**src/rtl/conv_enc_pkg.sv**
```systemverilog
package conv_enc_pkg;
  localparam int unsigned CONSTRAINT_LEN = 3;
  localparam int unsigned MEM_BITS       = CONSTRAINT_LEN - 1;
  localparam int unsigned CODE_BITS      = 2;
  localparam int unsigned CNT_W          = $clog2(CODE_BITS + 1);

  typedef struct packed {
    logic [CODE_BITS-1:0] bits;  // bits[0] leaves first
    logic [CNT_W-1:0]     count; // number of valid bits in bits
  } code_word_t;
endpackage

```
**src/rtl/conv_enc_core.sv**
```systemverilog
module conv_enc_core #(
  parameter int unsigned K    = 3,
  parameter int unsigned NOUT = 2,
  parameter logic [NOUT*K-1:0] GENS = {3'b101, 3'b111}
) (
  input  logic            clk,
  input  logic            rst_n,
  input  logic            step,
  input  logic            din,
  output logic [NOUT-1:0] code
);
  localparam int unsigned MEM = K - 1;

  // hist[MEM-1] is the previous bit, hist[0] the oldest
  logic [MEM-1:0] hist_q;
  logic [K-1:0]   window;

  assign window = {din, hist_q};

  generate
    for (genvar j = 0; j < NOUT; j++) begin : g_tap
      assign code[j] = ^(window & GENS[j*K +: K]);
    end
  endgenerate

  always_ff @(posedge clk) begin
    if (!rst_n) hist_q <= '0;
    else if (step) hist_q <= window[K-1:1];
  end
endmodule

```
**src/rtl/conv_enc_punct.sv**
```systemverilog
module conv_enc_punct
  import conv_enc_pkg::*;
#(
  parameter logic [2*CODE_BITS-1:0] KEEP_PAT = 4'b0111
) (
  input  logic                 clk,
  input  logic                 rst_n,
  input  logic                 step,
  input  logic                 frame_end,
  input  logic                 punct_en,
  input  logic [CODE_BITS-1:0] code,
  output code_word_t           word
);
  logic                 phase_q;
  logic [CODE_BITS-1:0] keep;

  always_comb begin
    keep = punct_en ? KEEP_PAT[phase_q*CODE_BITS +: CODE_BITS] : '1;
    word.bits  = '0;
    word.count = '0;
    unique case (keep)
      2'b11: begin word.bits = code;               word.count = 2'd2; end
      2'b01: begin word.bits = {1'b0, code[0]};    word.count = 2'd1; end
      2'b10: begin word.bits = {1'b0, code[1]};    word.count = 2'd1; end
      default: begin word.bits = '0;               word.count = 2'd0; end
    endcase
  end

  always_ff @(posedge clk) begin
    if (!rst_n) phase_q <= 1'b0;
    else if (step) phase_q <= frame_end ? 1'b0 : ~phase_q;
  end
endmodule

```
**src/rtl/conv_enc_serial.sv**
```systemverilog
module conv_enc_serial
  import conv_enc_pkg::*;
(
  input  logic       clk,
  input  logic       rst_n,
  input  logic       load,
  input  code_word_t word,
  output logic       can_load,
  output logic       out_valid,
  input  logic       out_ready,
  output logic       out_bit
);
  logic [CODE_BITS-1:0] buf_q;
  logic [CNT_W-1:0]     cnt_q;
  logic                 pop;

  assign out_valid = (cnt_q != '0);
  assign out_bit   = buf_q[0];
  assign pop       = out_valid && out_ready;
  assign can_load  = (cnt_q == '0) || ((cnt_q == CNT_W'(1)) && out_ready);

  always_ff @(posedge clk) begin
    if (!rst_n) begin
      buf_q <= '0;
      cnt_q <= '0;
    end else if (load) begin
      buf_q <= word.bits;
      cnt_q <= word.count;
    end else if (pop) begin
      buf_q <= buf_q >> 1;
      cnt_q <= cnt_q - CNT_W'(1);
    end
  end
endmodule

```
**src/rtl/conv_punct_enc.sv**
```systemverilog
module conv_punct_enc
  import conv_enc_pkg::*;
#(
  parameter logic [CODE_BITS*CONSTRAINT_LEN-1:0] GENS     = {3'b101, 3'b111},
  parameter logic [2*CODE_BITS-1:0]              KEEP_PAT = 4'b0111
) (
  input  logic clk,
  input  logic rst_n,
  input  logic punct_en,
  input  logic in_valid,
  output logic in_ready,
  input  logic in_bit,
  input  logic in_last,
  output logic out_valid,
  input  logic out_ready,
  output logic out_bit
);
  localparam int unsigned TAIL_W = $clog2(MEM_BITS + 1);

  logic [TAIL_W-1:0]    tail_left_q;
  logic                 in_tail;
  logic                 can_load;
  logic                 step;
  logic                 frame_end;
  logic                 enc_in;
  logic [CODE_BITS-1:0] code;
  code_word_t           word;

  assign in_tail   = (tail_left_q != '0);
  assign in_ready  = !in_tail && can_load;
  assign step      = can_load && (in_tail || in_valid);
  assign enc_in    = in_tail ? 1'b0 : in_bit;
  assign frame_end = in_tail && (tail_left_q == TAIL_W'(1));

  always_ff @(posedge clk) begin
    if (!rst_n) tail_left_q <= '0;
    else if (step) begin
      if (in_tail) tail_left_q <= tail_left_q - TAIL_W'(1);
      else if (in_last) tail_left_q <= TAIL_W'(MEM_BITS);
    end
  end

  conv_enc_core #(
    .K    (CONSTRAINT_LEN),
    .NOUT (CODE_BITS),
    .GENS (GENS)
  ) u_core (
    .clk   (clk),
    .rst_n (rst_n),
    .step  (step),
    .din   (enc_in),
    .code  (code)
  );

  conv_enc_punct #(
    .KEEP_PAT (KEEP_PAT)
  ) u_punct (
    .clk       (clk),
    .rst_n     (rst_n),
    .step      (step),
    .frame_end (frame_end),
    .punct_en  (punct_en),
    .code      (code),
    .word      (word)
  );

  conv_enc_serial u_serial (
    .clk       (clk),
    .rst_n     (rst_n),
    .load      (step),
    .word      (word),
    .can_load  (can_load),
    .out_valid (out_valid),
    .out_ready (out_ready),
    .out_bit   (out_bit)
  );
endmodule

```
**config.mk**
```make
export PLATFORM = sky130hd
export DESIGN_NAME = conv_punct_enc
export DESIGN_NICKNAME = d
export VERILOG_FILES = /design/src/rtl/conv_enc_pkg.sv /design/src/rtl/conv_enc_core.sv /design/src/rtl/conv_enc_punct.sv /design/src/rtl/conv_enc_serial.sv /design/src/rtl/conv_punct_enc.sv
export SDC_FILE = /design/constraint.sdc
export NUM_CORES = 1
export LEC_CHECK = 0
export CAP_MARGIN = 40
export CORE_AREA = 4 4 41 43
export CTS_BUF_LIST = sky130_fd_sc_hd__clkbuf_4 sky130_fd_sc_hd__clkbuf_8 sky130_fd_sc_hd__clkbuf_16
export DETAILED_ROUTE_END_ITERATION = 12
export DIE_AREA = 0 0 45 47
export PLACE_DENSITY = 0.68
export SYNTH_ARGS = -nofsm -noshare
export SYNTH_HDL_FRONTEND = slang
export SYNTH_SLANG_ARGS = --single-unit
export TNS_END_PERCENT = 50
```
**constraint.sdc**
```tcl
create_clock -name clk -period 2.1 [get_ports clk]
set_input_delay 0.63 -clock clk [delete_from_list [all_inputs] [get_ports clk]]
set_output_delay 0.63 -clock clk [all_outputs]
set_load 0.005 [all_outputs]
```
==> parameters.txt, run 1 <==
Parameter                              Value

Drt
  DRC violations left    0
  Antenna-violating nets left    0
  Drt pass-1 iters    4
  1st-iter DRT viols    7
  Vias per inst    approximately 5.4
  Number of vias in the routed layout    about 510
  Detailed-route wire length    roughly 1.1 mm
  Average routed wire per standard cell    11.9 um

Timing
  Worst Hold Margin    between 0.4 and 0.5 ns
  Pins Over Slew Limit    0
  Post-route fraction of the period consumed by the critical path    0.969
  Setup repair after global routing missed its margin    false
  Final Setup Violations    0
  Endpoints failing hold    0
  Rel. slew slack    0.793
  Time the worst path needs with I/O delays and setup    ~2 ns
  Highest clock rate    ~490 MHz
  Worst-Margin Slew    0.307 ns
  Setup clock skew after layout    a little over 0.005 ns
  Worst-case setup margin in the final layout    between 0.06 and 0.07 ns

Critical path
  Kind of critical path    input port to primary output
  Delay of the slowest cell on the worst path    0.24 ns
  Signal arrival time at the worst endpoint    between 1 and 1.5 ns
  Number of buffer and inverter stages on the critical path    2
  Family of cells with the greatest summed delay on the critical path    buffers and inverters
  Kind of end point of the critical path    primary output
  Critical path data required time    between 1 and 1.5 ns
  Critical path fanouts, max    2
  Kind of start point of the critical path    input port
  Slowest stage cell on the critical path    dlygate4sd2_1
  Ordered cell list for the critical path    dlygate4sd2_1, a21o_1, and2_1, clkdlybuf4s15_1

Place
  Final RePlAce weighted congestion    0.737
  Minimum setup slack after placement    -0.401 ns
  Input/output buffers    9
  Detailed placement HPWL    between 800 and 900 um
  Placed inst area    just under 700 um^2

Pwr
  PwrDens    1440 nW/um^2
  Power, Total    1050 uW
  LEAKAGE    around 0.00031 uW
  Highest ir drop seen on vdd    between 0.6 and 0.7 mV

Global route
  Largest net degree at the start of global routing    11
  GRT Max-Usage Layer    met2
  Met1 Usage GRT    0.167
  First-pass GRT wire length    just under 2 mm
  Antenna violations before repair    0
  Global router's overall resource usage    0.131
  Met2 layer usage reported by global route    0.184
  Grt total ovfl    0
  Vias in the first global route    between 400 and 500
  Global routing usage on met3    0.0613

Yosys
  Synthesized cell area    between 500 and 600 um^2
  Unique cell type count in the Yosys netlist    32
  Synth warnings    0
  Sequential element share of the synthesized area    0.326
  Per-instance average area after synthesis    8.92 um^2
  Cell types occupying the most area after synthesis    dfxtp_1 (33%), ha_1 (11%), a21oi_1 (6.3%)
  Post-synthesis cell type with the largest combined area    dfxtp_1
  Area share of the largest cell type after synthesis    0.326
  #FFs+latches synth    9
  Gate count of the mapped netlist    62
  Syn nets    74

Clocking
  Clock insertion delay at the later pin of the skew report    approximately 0.26 ns
  Maximum root-to-sink buffer count    2
  Clock tree from TritonCTS    yes
  Number of buffers added by the clock tree synthesis step    3
  Clock H-tree levels    1
  Clock edge transition at the registers on the reported setup and hold paths    roughly 0.060 ns
  Cell chosen for the clock root    clkbuf_4
  Num Clock Sinks    9

Run status
  Result of the run    complete, no violations

Floorplan
  Die extent in x    ~45 um
  Die area    about 2100 um^2
  Ports placed on the boundary    10
  Initial core utilization    0.425
  Height of the die    between 40 and 50 um
  Rows    13
  Area of the core    1300 um^2

Layout
  Total area of sequential cells    about 180 um^2
  Area used by multi-input combinational logic    between 300 and 400 um^2
  Commonest non-fill, non-tap cells in the layout    a21oi_1 (7), dfxtp_1 (7), inv_1 (6), clkdlybuf4s50_1 (6), buf_4 (5)
  Final instance area    729 um^2
  Number of filler instances in the final layout    roughly 130
  Fraction of final layout cells with drive strength greater than 1    0.203
  Core occupancy in the finished layout    0.561
  Final nets    about 90
  Signed area change from the synthesized netlist to the final layout    31.9%
  Antenna Diode Count    0

Worst hold path
  Path category of the worst min-delay check    flip-flop to flip-flop

Run
  Number of max-capacitance violations reported    0
[worst paths after layout]
| path | end | cells after the start | startpoint | slack (ns) |
|---|---|---|---|---|
| worst max-delay path | in_ready | 4 | out_ready | 0.07 |
| worst min-delay path | u_punct.phase_q | 2 | u_punct.phase_q | 0.50 |
| worst min register to register | u_punct.phase_q | 2 | u_punct.phase_q | 0.50 |
| worst max register to register | u_punct.phase_q | 5 | tail_left_q[1] | 0.59 |
[metal layers]
metal | routed length, um | up-vias | part of all wire
met5 | 0 | - | 0
li1 | - | 263 | -
met4 | 15 | 0 | 0.013
met1 | 542 | 235 | 0.48
met2 | 491 | 8 | 0.44
met3 | 69 | 2 | 0.062
[cell usage after synthesis]
| library cell | instances |
|---|---|
| o211ai_1 | 1 |
| a21oi_1 | 7 |
| nor3_1 | 1 |
| and2_1 | 1 |
| nand3_1 | 3 |
| a21oi_2 | 1 |
| nor2b_1 | 1 |
| and3b_1 | 2 |
| ha_1 | 5 |
| nand2_1 | 1 |
| a21boi_0 | 1 |
| dfxtp_1 | 9 |
| nand3b_1 | 1 |
| nand2b_1 | 1 |
| and2b_1 | 1 |
| or2b_1 | 1 |
| o211a_1 | 1 |
| o21ai_0 | 3 |
| nor2_1 | 2 |
| inv_1 | 6 |
| o221ai_1 | 1 |
| buf_2 | 1 |
| a221oi_1 | 1 |
| nand4_1 | 1 |
| o2111a_1 | 1 |
| a21bo_2 | 1 |
| xnor2_1 | 1 |
| o2111ai_1 | 1 |
| or4_1 | 1 |
| a311oi_1 | 1 |
| a2111oi_2 | 1 |
| a21o_1 | 2 |
[flip-flops by register name (all words and copies together) (netlist names)]
name,count
tail_left_q,2
u_core.hist_q,2
u_serial.buf_q,2
u_serial.cnt_q,2
u_punct.phase_q,1
[tightest hold or removal path: cells and delay by family (launching register included)]
kind / cells / cell delay, ns
AO/OA/AOI/OAI: 2 / 0.13
flip-flops: 1 / 0.31
[timing repair]
| item | CTS | global route |
|---|---|---|
| hold buffers | 0 | 0 |
| setup endpoints to repair | 2 | 1 |
| gates resized for setup | 5 | 3 |
| buffers inserted | 0 | 0 |
| pin swaps | 1 | 1 |
[stage by stage]
stage               cells  TNS (ns)
floorplan              62         0
detailed placement     90    -0.401
global route           94         0
finish                 94         0
CTS                    94         0
global placement       90    -0.400
[cell type report]
class | instances | area share
multi-input cells | 46 | 0.480
flip-flops and latches | 9 | 0.250
repair buffers | 14 | 0.172
clock buffers | 4 | 0.0412
inverters | 6 | 0.0309
well taps | 15 | 0.0257
[report_power, final]
group          total (uW)  switching (uW)  internal (uW)
Clock                 149            62.4           86.2
Sequential            274            36.4            238
Combinational         624             310            314
Total                1050             409            638
[cell families (layout without fill, tap and decap cells)]
group	after synthesis	count (layout)	share of synthesized area
AND/OR/NAND/NOR	17	17	0.188
AO/OA/AOI/OAI	23	23	0.308
buffers and inverters	7	24	0.0498
flip-flops	9	9	0.326
XOR/XNOR	1	1	0.0158
adder cells (fa/ha/maj)	5	5	0.113
Note: power is estimated with default switching activity, not from simulation.
==> run 2, diff against run 1 <==
--- a/config.mk
+++ b/config.mk
@@ -11,6 +11,7 @@
 export DETAILED_ROUTE_END_ITERATION = 12
 export DIE_AREA = 0 0 45 47
 export PLACE_DENSITY = 0.68
+export SETUP_SLACK_MARGIN = 0.1
 export SYNTH_ARGS = -nofsm -noshare
 export SYNTH_HDL_FRONTEND = slang
 export SYNTH_SLANG_ARGS = --single-unit
==> run 2 against run 1 <==
Effect of this change:
- core utilization fell by 0.38 points
- clock power is essentially flat
- clock skew is the same
- worst setup slack better by 0.091 ns
- register-to-register slack is essentially flat
- routed wire length is essentially flat
- total power is 0.89% lower
- largest cell class unchanged
- largest power group unchanged
- highest routed layer unchanged
==> parameters.txt, run 2 (synthesis gave the netlist of run 1 again) <==
Parameter                              Value

Global route
  Global router's overall resource usage    0.131
  Grt total ovfl    0
  First-pass GRT wire length    a little under 2 mm
  Antenna violations before repair    0
  Vias in the first global route    between 400 and 500
  Largest net degree at the start of global routing    11

Clocking
  Total setup buffers inserted after CTS    0
  Maximum root-to-sink buffer count    2
  Number of buffers added by the clock tree synthesis step    3
  Num Clock Sinks    9
  Cts-stage hold buffer count    0
  Cell chosen for the clock root    clkbuf_4
  Clock edge transition at the registers on the reported setup and hold paths    around 0.06 ns
  Clock tree from TritonCTS    yes
  Clock insertion delay at the later pin of the skew report    0.26 ns
  Clock H-tree levels    1

Worst hold path
  Path category of the worst min-delay check    flip-flop to flip-flop
  Cell depth of the worst hold path    2

Floorplan
  Area of the core    between 1000 and 1500 um^2
  Initial core utilization    0.425
  Ports placed on the boundary    10
  Height of the die    47 um
  Die extent in x    roughly 45 um
  Die area    between 2000 and 2500 um^2
  Rows    13

Place
  Minimum setup slack after placement    -0.401 ns
  Final RePlAce weighted congestion    between 0.7 and 0.8
  Placed inst area    between 600 and 700 um^2
  Input/output buffers    9
  Detailed placement HPWL    just under 900 um

Layout
  Signed area change from the synthesized netlist to the final layout    31.0%
  Final instance area    between 700 and 800 um^2
  Number of filler instances in the final layout    130
  Final nets    92
  Commonest non-fill, non-tap cells in the layout    a21oi_1 (7), dfxtp_1 (7), inv_1 (6), clkdlybuf4s50_1 (6), buf_4 (5)
  Fraction of final layout cells with drive strength greater than 1    0.215
  Antenna Diode Count    0

Drt
  Number of vias in the routed layout    ~510
  Average routed wire per standard cell    11.9 um
  1st-iter DRT viols    7
  DRC violations left    0
  Vias per inst    5.40
  Antenna-violating nets left    0
  Detailed-route wire length    around 1.1 mm
  Drt pass-1 iters    4

Timing
  Rel. slew slack    0.793
  Worst-Margin Slew    roughly 0.31 ns
  Endpoints failing hold    0
  Highest clock rate    slightly above 500 MHz
  Time the worst path needs with I/O delays and setup    1.94 ns
  Pins Over Slew Limit    0
  Setup clock skew after layout    approximately 0.0051 ns
  Final Setup Violations    0
  Worst-case setup margin in the final layout    0.157 ns
  Setup repair after global routing missed its margin    false
  Post-route fraction of the period consumed by the critical path    0.925

Critical path
  Family of cells with the greatest summed delay on the critical path    buffers and inverters
  Reg-to-reg setup timing slack    0.59 ns
  Critical path fanouts, max    2
  Number of buffer and inverter stages on the critical path    2
  Signal arrival time at the worst endpoint    1.31 ns
  Critical path depth in cells    4
  Crit path from    out_ready
  Slowest stage cell on the critical path    dlygate4sd2_1
  Depth of the most critical reg-to-reg path    5
  Worst setup endpoint    in_ready
  Worst r2r dst    u_punct.phase_q
  Start of the worst register-to-register path    tail_left_q[1]
  Kind of end point of the critical path    primary output
  Critical path data required time    1.47 ns
  Delay of the slowest cell on the worst path    about 0.24 ns
  Ordered cell list for the critical path    dlygate4sd2_1, a21o_1, and2_1, clkbuf_2
  Kind of critical path    input port to primary output
  Kind of start point of the critical path    input port

Pwr
  LEAKAGE    ~0.00031 uW
  Highest ir drop seen on vdd    ~0.63 mV
  PwrDens    1430 nW/um^2

Run
  Number of max-capacitance violations reported    0

Run status
  Result of the run    complete, no violations
[run 2: how the worst min path moves through the flow]
| stage | from | end | slack [ns] |
|---|---|---|---|
| after global routing | u_core.hist_q[1] | u_core.hist_q[0] | 0.53 |
| after floorplan | u_core.hist_q[0] | u_core.hist_q[0] | 0.46 |
| final | u_punct.phase_q | u_punct.phase_q | 0.50 |
| after global placement | u_punct.phase_q | u_punct.phase_q | 0.48 |
| after CTS | u_punct.phase_q | u_punct.phase_q | 0.49 |
| after detailed placement | u_punct.phase_q | u_punct.phase_q | 0.49 |
[run 2: layout make-up]
| class | count | area, um^2 | share of cell area |
|---|---|---|---|
| Tap cell | 15 | 18.8 | 0.0259 |
| Inverter | 6 | 22.5 | 0.0311 |
| Timing Repair Buffer | 14 | 120 | 0.166 |
| Multi-Input combinational cell | 46 | 350 | 0.484 |
| Sequential cell | 9 | 183 | 0.252 |
| Clock buffer | 4 | 30.0 | 0.0415 |
[run 2: layer usage]
metal,up-vias,part of all wire,GRT usage,routed length [um]
li1,263,-,-,-
met5,-,0,0,0
met4,0,0.013,0.0702,15
met2,8,0.44,0.184,492
met3,2,0.062,0.0613,69
met1,235,0.48,0.167,542
[run 2: worst register-to-register path, delay by kind of cell, from the launching register on]
kind | cells | cell delay, ns
AOI/OAI and AO/OA | 1 | 0.13
adders and majority gates | 1 | 0.25
buffers and inverters | 1 | 0.08
DFF | 1 | 0.36
and+or+nand+nor | 2 | 0.63
[run 2: metrics by stage]
step	power, uW	util	TNS [ns]	hold slack [ns]	std cells
after floorplan	676	-	0	0.459	62
after global placement	906	0.534	-0.400	0.476	90
after detailed placement	914	0.534	-0.401	0.486	90
after CTS	1050	0.558	0	0.494	94
after global routing	1150	0.557	0	0.526	94
final	1040	0.557	0	0.500	94
[run 2: repair_timing]
item / 4_1_cts / 5_1_grt
resized for setup: 6 / 3
setup endpoints to repair: 2 / 1
pin swaps: 1 / 1
[run 2: report_power, final]
part	leakage, uW	internal [uW]	switching [uW]
combinational	0.000213	305	310
sequential	0.0000746	238	36.4
clock	0.0000184	86.2	62.4
total	0.000306	629	409
